`src/rtl/spi_bm_pkg.sv`:
```
`timescale 1ns/1ps
package spi_bm_pkg;
    localparam int ADR_DATA = 0;
    localparam int ADR_XFER = 1;
    localparam int ADR_CFG  = 2;
    localparam int CNT_W    = 8;

    typedef enum logic [2:0] {
        ST_IDLE,
        ST_PREP,
        ST_SETTLE,
        ST_WRITE,
        ST_READ
    } spi_state_e;
endpackage

```
`src/rtl/spi_bm_bittimer.sv`:
```
`timescale 1ns/1ps
module spi_bm_bittimer #(
    parameter int DW = 9
) (
    input  logic          clk,
    input  logic          rst_n,
    input  logic          run,
    input  logic [DW-1:0] div,
    output logic          bit_end,
    output logic          rise,
    output logic          sck_hi
);
    logic [DW-1:0] cnt;
    logic [DW-1:0] half;

    assign half    = (div + DW'(1)) >> 1;
    assign bit_end = run && (cnt == div - DW'(1));
    assign rise    = run && (cnt == half);
    assign sck_hi  = run && (cnt >= half);

    always_ff @(posedge clk or negedge rst_n) begin
        if (!rst_n)              cnt <= '0;
        else if (!run || bit_end) cnt <= '0;
        else                     cnt <= cnt + DW'(1);
    end

    AST_BIT_START_LOW: assert property (@(posedge clk) disable iff (!rst_n)
        (run && bit_end) |=> !sck_hi);
endmodule

```
`src/rtl/spi_bm_regs.sv`:
```
`timescale 1ns/1ps
module spi_bm_regs
    import spi_bm_pkg::*;
#(
    parameter int DIVW    = 8,
    parameter int DIV_RST = 6
) (
    input  logic            clk,
    input  logic            rst_n,
    input  logic [1:0]      adr,
    input  logic [31:0]     dat_w,
    input  logic            we,
    input  logic            stb,
    output logic [31:0]     dat_r,
    input  logic            busy,
    input  logic            take,
    input  logic [31:0]     rx_data,
    output logic            launch,
    output logic            pend_valid,
    output logic [31:0]     pend_data,
    output logic [7:0]      flags,
    output logic [DIVW-1:0] wdivm2,
    output logic [DIVW-1:0] rdivm2,
    output logic [31:0]     xfer
);
    localparam logic [DIVW-1:0] DIVM2_RST = DIVW'(DIV_RST - 2);

    logic        ovf;
    logic        dwr, xwr, cwr;
    logic [31:0] cfg_rd;

    assign dwr    = stb && we && (adr == 2'(ADR_DATA));
    assign xwr    = stb && we && (adr == 2'(ADR_XFER));
    assign cwr    = stb && we && (adr == 2'(ADR_CFG));
    assign launch = dwr && !busy;

    always_ff @(posedge clk or negedge rst_n) begin
        if (!rst_n) begin
            flags  <= '0;
            wdivm2 <= DIVM2_RST;
            rdivm2 <= DIVM2_RST;
            xfer   <= '0;
        end else begin
            if (cwr) begin
                flags  <= dat_w[7:0];
                wdivm2 <= dat_w[8 +: DIVW];
                rdivm2 <= dat_w[20 +: DIVW];
            end
            if (xwr) xfer <= dat_w;
        end
    end

    always_ff @(posedge clk or negedge rst_n) begin
        if (!rst_n) begin
            pend_valid <= 1'b0;
            pend_data  <= '0;
            ovf        <= 1'b0;
        end else begin
            if (take) pend_valid <= 1'b0;
            if (dwr && busy) begin
                if (!pend_valid || take) begin
                    pend_valid <= 1'b1;
                    pend_data  <= dat_w;
                end else begin
                    ovf <= 1'b1;
                end
            end
            if (cwr) ovf <= 1'b0;
        end
    end

    always_comb begin
        cfg_rd               = '0;
        cfg_rd[7:0]          = flags;
        cfg_rd[8 +: DIVW]    = wdivm2;
        cfg_rd[20 +: DIVW]   = rdivm2;
        cfg_rd[30]           = busy;
        cfg_rd[31]           = ovf;
        unique case (adr)
            2'(ADR_DATA): dat_r = rx_data;
            2'(ADR_XFER): dat_r = xfer;
            2'(ADR_CFG):  dat_r = cfg_rd;
            default:      dat_r = '0;
        endcase
    end

    AST_OVF_ON_FULL: assert property (@(posedge clk) disable iff (!rst_n)
        (dwr && busy && pend_valid && !take && !cwr) |=> ovf);
    AST_TAKE_NEEDS_WORD: assert property (@(posedge clk) disable iff (!rst_n)
        take |-> pend_valid);
endmodule

```
`src/rtl/spi_bm_fsm.sv`:
```
`timescale 1ns/1ps
module spi_bm_fsm
    import spi_bm_pkg::*;
#(
    parameter int NCS  = 4,
    parameter int DIVW = 8,
    localparam int DW  = DIVW + 1
) (
    input  logic            clk,
    input  logic            rst_n,
    input  logic            launch,
    input  logic [31:0]     launch_data,
    input  logic            pend_valid,
    input  logic [31:0]     pend_data,
    input  logic            cpol,
    input  logic [DIVW-1:0] wdivm2,
    input  logic [DIVW-1:0] rdivm2,
    input  logic [NCS-1:0]  cs_mask,
    input  logic [CNT_W-1:0] wlen,
    input  logic [CNT_W-1:0] rlen,
    input  logic            miso,
    input  logic            bit_end,
    input  logic            rise,
    input  logic            sck_hi,
    output logic            take,
    output logic            busy,
    output logic            run,
    output logic [DW-1:0]   cur_div,
    output logic            sck,
    output logic            mosi,
    output logic [NCS-1:0]  cs_n,
    output logic [31:0]     rx_data
);
    spi_state_e state, state_n;

    logic [DW-1:0]    wdiv, rdiv, wait_cnt;
    logic [CNT_W-1:0] bits_left, bits_val;
    logic [31:0]      tx, rx, rx_nx;
    logic wait_clr, bits_ld, bits_dec, tx_ld, tx_from_pend, tx_shift;
    logic rx_clr, rx_commit, frame_end, body_start;

    assign wdiv    = DW'(wdivm2) + DW'(2);
    assign rdiv    = DW'(rdivm2) + DW'(2);
    assign run     = (state == ST_WRITE) || (state == ST_READ);
    assign cur_div = (state == ST_READ) ? rdiv : wdiv;
    assign busy    = (state != ST_IDLE);
    assign rx_nx   = ((state == ST_READ) && rise) ? {rx[30:0], miso} : rx;

    // state register
    always_ff @(posedge clk or negedge rst_n) begin
        if (!rst_n) state <= ST_IDLE;
        else        state <= state_n;
    end

    // next state and control
    always_comb begin
        state_n      = state;
        wait_clr     = 1'b0;
        bits_ld      = 1'b0;
        bits_val     = '0;
        bits_dec     = 1'b0;
        tx_ld        = 1'b0;
        tx_from_pend = 1'b0;
        tx_shift     = 1'b0;
        rx_clr       = 1'b0;
        rx_commit    = 1'b0;
        frame_end    = 1'b0;
        body_start   = 1'b0;
        take         = 1'b0;
        unique case (state)
            ST_IDLE: if (launch) begin
                state_n  = ST_PREP;
                tx_ld    = 1'b1;
                wait_clr = 1'b1;
            end
            ST_PREP: if (wait_cnt == DW'(1)) begin
                state_n  = ST_SETTLE;
                wait_clr = 1'b1;
            end
            ST_SETTLE: if (wait_cnt == wdiv - DW'(1)) begin
                if (wlen == '0 && rlen == '0) frame_end  = 1'b1;
                else                          body_start = 1'b1;
            end
            ST_WRITE: if (bit_end) begin
                tx_shift = 1'b1;
                bits_dec = 1'b1;
                if (bits_left == CNT_W'(1)) begin
                    if (rlen != '0) begin
                        state_n  = ST_READ;
                        bits_ld  = 1'b1;
                        bits_val = rlen;
                        rx_clr   = 1'b1;
                    end else begin
                        frame_end = 1'b1;
                    end
                end
            end
            ST_READ: if (bit_end) begin
                bits_dec = 1'b1;
                if (bits_left == CNT_W'(1)) begin
                    rx_commit = 1'b1;
                    frame_end = 1'b1;
                end
            end
            default: state_n = ST_IDLE;
        endcase
        if (frame_end) begin
            if (pend_valid) begin
                take         = 1'b1;
                tx_ld        = 1'b1;
                tx_from_pend = 1'b1;
                body_start   = 1'b1;
            end else begin
                state_n = ST_IDLE;
            end
        end
        if (body_start) begin
            if (wlen != '0) begin
                state_n  = ST_WRITE;
                bits_ld  = 1'b1;
                bits_val = wlen;
            end else if (rlen != '0) begin
                state_n  = ST_READ;
                bits_ld  = 1'b1;
                bits_val = rlen;
                rx_clr   = 1'b1;
            end else begin
                state_n  = ST_SETTLE;
                wait_clr = 1'b1;
            end
        end
    end

    // datapath
    always_ff @(posedge clk or negedge rst_n) begin
        if (!rst_n) begin
            wait_cnt  <= '0;
            bits_left <= '0;
            tx        <= '0;
            rx        <= '0;
            rx_data   <= '0;
        end else begin
            if (wait_clr) wait_cnt <= '0;
            else if (state == ST_PREP || state == ST_SETTLE) wait_cnt <= wait_cnt + DW'(1);

            if (bits_ld)       bits_left <= bits_val;
            else if (bits_dec) bits_left <= bits_left - CNT_W'(1);

            if (tx_ld)         tx <= tx_from_pend ? pend_data : launch_data;
            else if (tx_shift) tx <= {tx[30:0], 1'b0};

            rx <= rx_clr ? '0 : rx_nx;
            if (rx_commit) rx_data <= rx_nx;
        end
    end

    // outputs
    always_comb begin
        sck  = cpol ^ sck_hi;
        mosi = (state == ST_WRITE) && tx[31];
        cs_n = busy ? ~cs_mask : '1;
    end

    AST_PHASE_HAS_BITS: assert property (@(posedge clk) disable iff (!rst_n)
        run |-> (bits_left != '0));
endmodule

```
`src/rtl/spi_bus_master.sv`:
```
`timescale 1ns/1ps
module spi_bus_master
    import spi_bm_pkg::*;
#(
    parameter int NCS     = 4,
    parameter int DIVW    = 8,
    parameter int DIV_RST = 6
) (
    input  logic           clk,
    input  logic           rst_n,
    input  logic [1:0]     bus_adr,
    input  logic [31:0]    bus_dat_w,
    input  logic           bus_we,
    input  logic           bus_stb,
    output logic           bus_ack,
    output logic [31:0]    bus_dat_r,
    output logic           spi_sck,
    output logic           spi_mosi,
    input  logic           spi_miso,
    output logic [NCS-1:0] spi_cs_n
);
    localparam int DW = DIVW + 1;

    logic            busy, take, launch, pend_valid, run;
    logic            bit_end, rise, sck_hi;
    logic [31:0]     pend_data, rx_data, xfer;
    logic [7:0]      flags;
    logic [DIVW-1:0] wdivm2, rdivm2;
    logic [DW-1:0]   cur_div;

    assign bus_ack = bus_stb;

    spi_bm_regs #(.DIVW(DIVW), .DIV_RST(DIV_RST)) u_regs (
        .clk(clk), .rst_n(rst_n), .adr(bus_adr), .dat_w(bus_dat_w),
        .we(bus_we), .stb(bus_stb), .dat_r(bus_dat_r), .busy(busy),
        .take(take), .rx_data(rx_data), .launch(launch),
        .pend_valid(pend_valid), .pend_data(pend_data), .flags(flags),
        .wdivm2(wdivm2), .rdivm2(rdivm2), .xfer(xfer)
    );

    spi_bm_fsm #(.NCS(NCS), .DIVW(DIVW)) u_fsm (
        .clk(clk), .rst_n(rst_n), .launch(launch), .launch_data(bus_dat_w),
        .pend_valid(pend_valid), .pend_data(pend_data), .cpol(flags[0]),
        .wdivm2(wdivm2), .rdivm2(rdivm2), .cs_mask(xfer[NCS-1:0]),
        .wlen(xfer[23:16]), .rlen(xfer[31:24]), .miso(spi_miso),
        .bit_end(bit_end), .rise(rise), .sck_hi(sck_hi), .take(take),
        .busy(busy), .run(run), .cur_div(cur_div), .sck(spi_sck),
        .mosi(spi_mosi), .cs_n(spi_cs_n), .rx_data(rx_data)
    );

    spi_bm_bittimer #(.DW(DW)) u_timer (
        .clk(clk), .rst_n(rst_n), .run(run), .div(cur_div),
        .bit_end(bit_end), .rise(rise), .sck_hi(sck_hi)
    );

    logic sck_norm;
    assign sck_norm = spi_sck ^ flags[0];

    AST_IDLE_CS_HIGH: assert property (@(posedge clk) disable iff (!rst_n)
        !busy |-> (&spi_cs_n));
    AST_IDLE_SCK_LEVEL: assert property (@(posedge clk) disable iff (!rst_n)
        !busy |-> !sck_norm);
    AST_MOSI_HOLD_HIGH: assert property (@(posedge clk) disable iff (!rst_n)
        (busy && $past(busy) && sck_norm && $past(sck_norm)) |-> $stable(spi_mosi));
endmodule

```
`config.mk`:
```
export PLATFORM = sky130hd
export DESIGN_NAME = spi_bus_master
export DESIGN_NICKNAME = d
export VERILOG_FILES = /design/src/rtl/spi_bm_pkg.sv /design/src/rtl/spi_bm_bittimer.sv /design/src/rtl/spi_bm_regs.sv /design/src/rtl/spi_bm_fsm.sv /design/src/rtl/spi_bus_master.sv
export SDC_FILE = /design/constraint.sdc
export NUM_CORES = 1
export LEC_CHECK = 0
export BUFFER_PORTS_ARGS = -buffer_cell sky130_fd_sc_hd__buf_2
export CORE_MARGIN = 5
export CORE_UTILIZATION = 65
export CTS_BUF_LIST = sky130_fd_sc_hd__clkbuf_4 sky130_fd_sc_hd__clkbuf_8
export DETAILED_ROUTE_END_ITERATION = 6
export PLACE_DENSITY = 0.83
export SLEW_MARGIN = 20
export SYNTH_ARGS = -nofsm -noshare
export SYNTH_HDL_FRONTEND = slang
export SYNTH_SLANG_ARGS = --single-unit
export TNS_END_PERCENT = 10
```
`constraint.sdc`:
```
create_clock -name clk -period 8.34 [get_ports clk]
set_input_delay 0.417 -clock clk [delete_from_list [all_inputs] [get_ports clk]]
set_output_delay 0.417 -clock clk [all_outputs]
set_load 0.005 [all_outputs]
```
==> flow_summary.yaml <==
yosys:
  yosys-top-cells-area: "dfrtp_1 46%, mux2i_1 6.9%, mux2_2 5.8%"
  synth.distinct_cells: 72
  synth-seq-cells: 215
  synth_nets: 1184
  synth_cells: 1126
  seq_area_frac_synth_pct: 46.9
  yosys_most_used_dff: "dfrtp_1"
  ys_top_cells_by_count: "213 x dfrtp_1, 132 x nor2_1, 85 x o21ai_0"
  ys_async_sr_fraction_pct: 100
  synth.most_common_cell: "dfrtp_1"
  synth_top_area_cell: "dfrtp_1"
  syn_area_sq_mm: 0.0115
  yosysTopAreaCellShare_pct: 46.4
  yosys_warnings: 0
  synth_edf_count: 0
  syn_avg_cell_area_sq_um: 10.2
place:
  hpwl_um: 20200
  portBuffers: 77
  placed_cells: 1374
  postPlaceCellArea_sq_mm: 0.0119
  place_ws_ns: 3.56
  gp_congestion: 1.01
timing:
  final.setup.tns_ns: 0
  rsz0062_at_grt: "false"
  skew_ns: 0.0190
  fin_crit_ns: 4.88
  slew_viol_final: 0
  fin_crit_sh_pct: 58.5
  relSlewSlack_pct: 33.4
  holdWs_ns: 0.149
  setup_ws_ns: 3.46
  tightest_slew_ns: 0.996
  setup_viol: 0
  finalHoldViolCount: 0
  fmax_ghz: 0.205
worst_setup_path:
  critPathMaxFanout: 14
  slowest_stage: "nor3b_4"
  worst_path_most_repeated_cell: "a21o_1"
  start_kind: "flip-flop"
  worstPathArrival_ns: 4.46
  required_ns: 7.92
  crit_path_cell_trace: "nor3b_4, nor2_1, a21oi_1, inv_2, ha_1, xor2_1, ha_1, a21o_1, a21o_1, a21o_1, a21o_1, a21oi_1, nor2b_1, o21ai_0, a21oi_1, xor2_1, buf_2"
  worst-path-buf-inv: 2
  crit_path_max_incr_delay_ns: 0.60
  end_kind: "output port"
  path_delay_family: "compound AO/OA/AOI/OAI gates"
  criticalPathCategory: "flip-flop to output port"
floorplan:
  io_pins: 78
  design.die.area_sq_mm: 0.0204
  die_x_um: 143
  start_util_pct: 66.4
  core.rowCount: 48
  dieHeight_um: 143
  fp.coreArea_sq_mm: 0.0173
final_layout:
  instances_no_fill: 1439
  final_area_sq_mm: 0.0127
  diodes: 0
  area_delta_synth_final_pct: 10.9
  finalNetCount: 1246
  drive_gt1_share_pct: 19.9
global_routing:
  grtUsageMet3_pct: 4.99
  grt_pass1_wl_um: 48200
  grt_use_met2_pct: 47.2
  grt_overflow: 0
  grt_antenna_before_repair: 0
  track_usage_pct: 29.9
  use_met1_pct: 40.6
  grt_pass1_vias: 8982
  grt-busiest-layer: "met2"
  grt_max_degree: 134
routing:
  avgRoutedWirePerCell_um: 20.6
  drtAntennaViolNets: 0
  drt_iter0_drc: 805
  drt_first_pass_iters: 5
  drt-vias-per-instance: 6.25
  wl_um: 29600
  vias: 8995
  drc: 0
job:
  maxCapViolCount: 0
cts:
  htree_levels: 2
  clk_pin_slew_ns: 0.07
  cts_tree: "built"
  clock_latency_ns: 0.53
  cts_root_buffer: "clkbuf_8"
  cts_buffers: 35
  cts.path.max_buffers: 3
  cts_num_sinks: 215
status:
  outcome: "finished clean"
power:
  powerDensity_mw_per_mm2: 261
  leakage_nw: 5.76
  ir_drop_v: 0.000257
min_path:
  hp-class: "primary input to flip-flop"
## kinds of logic after synthesis
family	synth area share [%]
and+or+nand+nor	14.6
AOI/OAI and AO/OA	12.5
DFF	46.9
muxes	15.7
buffers and inverters	3.35
xor gates and xnor gates	4.85
adders and majority gates	2.07
## worst paths after layout
path / cells after the start / slack [ns] / from / to
worst max-delay path: 17 / 3.46 / u_fsm.state[1] / spi_sck
worst min-delay path: 2 / 0.15 / bus_dat_w[19] / u_regs.pend_data[19]
worst max register to register: 11 / 3.50 / u_regs.wdivm2[2] / u_regs.pend_data[1]
worst min register to register: 1 / 0.48 / u_regs.pend_data[9] / u_regs.pend_data[9]
max in group asynchronous: 3 / 7.01 / rst_n / u_regs.pend_data[17]
min in group asynchronous: 2 / 0.34 / rst_n / u_timer.cnt[1]
## state kept, by name (all words and copies together) (netlist names), 9 cells and up
| signal | count |
|---|---|
| u_regs.pend_data | 32 |
| u_fsm.rx_data | 32 |
| u_fsm.tx | 32 |
| u_fsm.rx | 32 |
| u_timer.cnt | 9 |
| u_regs.xfer | 32 |
| u_fsm.wait_cnt | 9 |
## per-stage QoR
stage	power (mW)	util, %
final	3.32	73.6
after global routing	3.51	73.6
after CTS	3.32	73.3
after detailed placement	2.34	69.0
after global placement	2.30	69.0
after floorplan	2.08	-
## per-layer routing
metal | vias to the layer above | wire length (um)
met5 | - | 0
met3 | 90 | 1980
met1 | 4429 | 12000
met4 | 0 | 1520
met2 | 339 | 14100
li1 | 4137 | -
## timing repair
action / CTS / global route
setup buffers: 0 / 0
hold buffers: 0 / 1
endpoints found under the hold margin: 0 / 26
resized for setup: 0 / 0
## where the power goes
part           switching [mW]  total [mW]  internal [mW]
clock network           0.423       0.973          0.550
logic                   0.442       0.821          0.379
registers               0.241        1.52           1.28
## area by class of cell
type	count	area (sq um)
fillers	1227	4570
clock buffers	58	723
repair buffers	91	527
multi-input cells	832	5730
clock inverters	5	33.8
flip-flops and latches	215	5380
inverters	13	48.8
well taps	225	282
## cell usage in the layout, fill, tap and decap left out, drive strengths merged, types with 3 or more instances in the layout
| master | n |
|---|---|
| dfrtp | 213 |
| nor2 | 133 |
| o21ai | 94 |
| buf | 90 |
| mux2 | 89 |
| nand2 | 82 |
| mux2i | 80 |
| a21oi | 74 |
| clkbuf | 58 |
| nand3 | 32 |
| xnor2 | 31 |
| a22oi | 30 |
| xor2 | 29 |
| ha | 19 |
| nor3 | 17 |
| nand4 | 15 |
| inv | 14 |
| and3 | 13 |
| nor4 | 11 |
| or3 | 9 |
| nor2b | 8 |
| a21o | 8 |
| nand3b | 6 |
| o31a | 5 |
| nand2b | 5 |
| a31oi | 5 |
| and2 | 4 |
| o211ai | 3 |
| clkinv | 3 |
(Power assumes the default switching activity.)
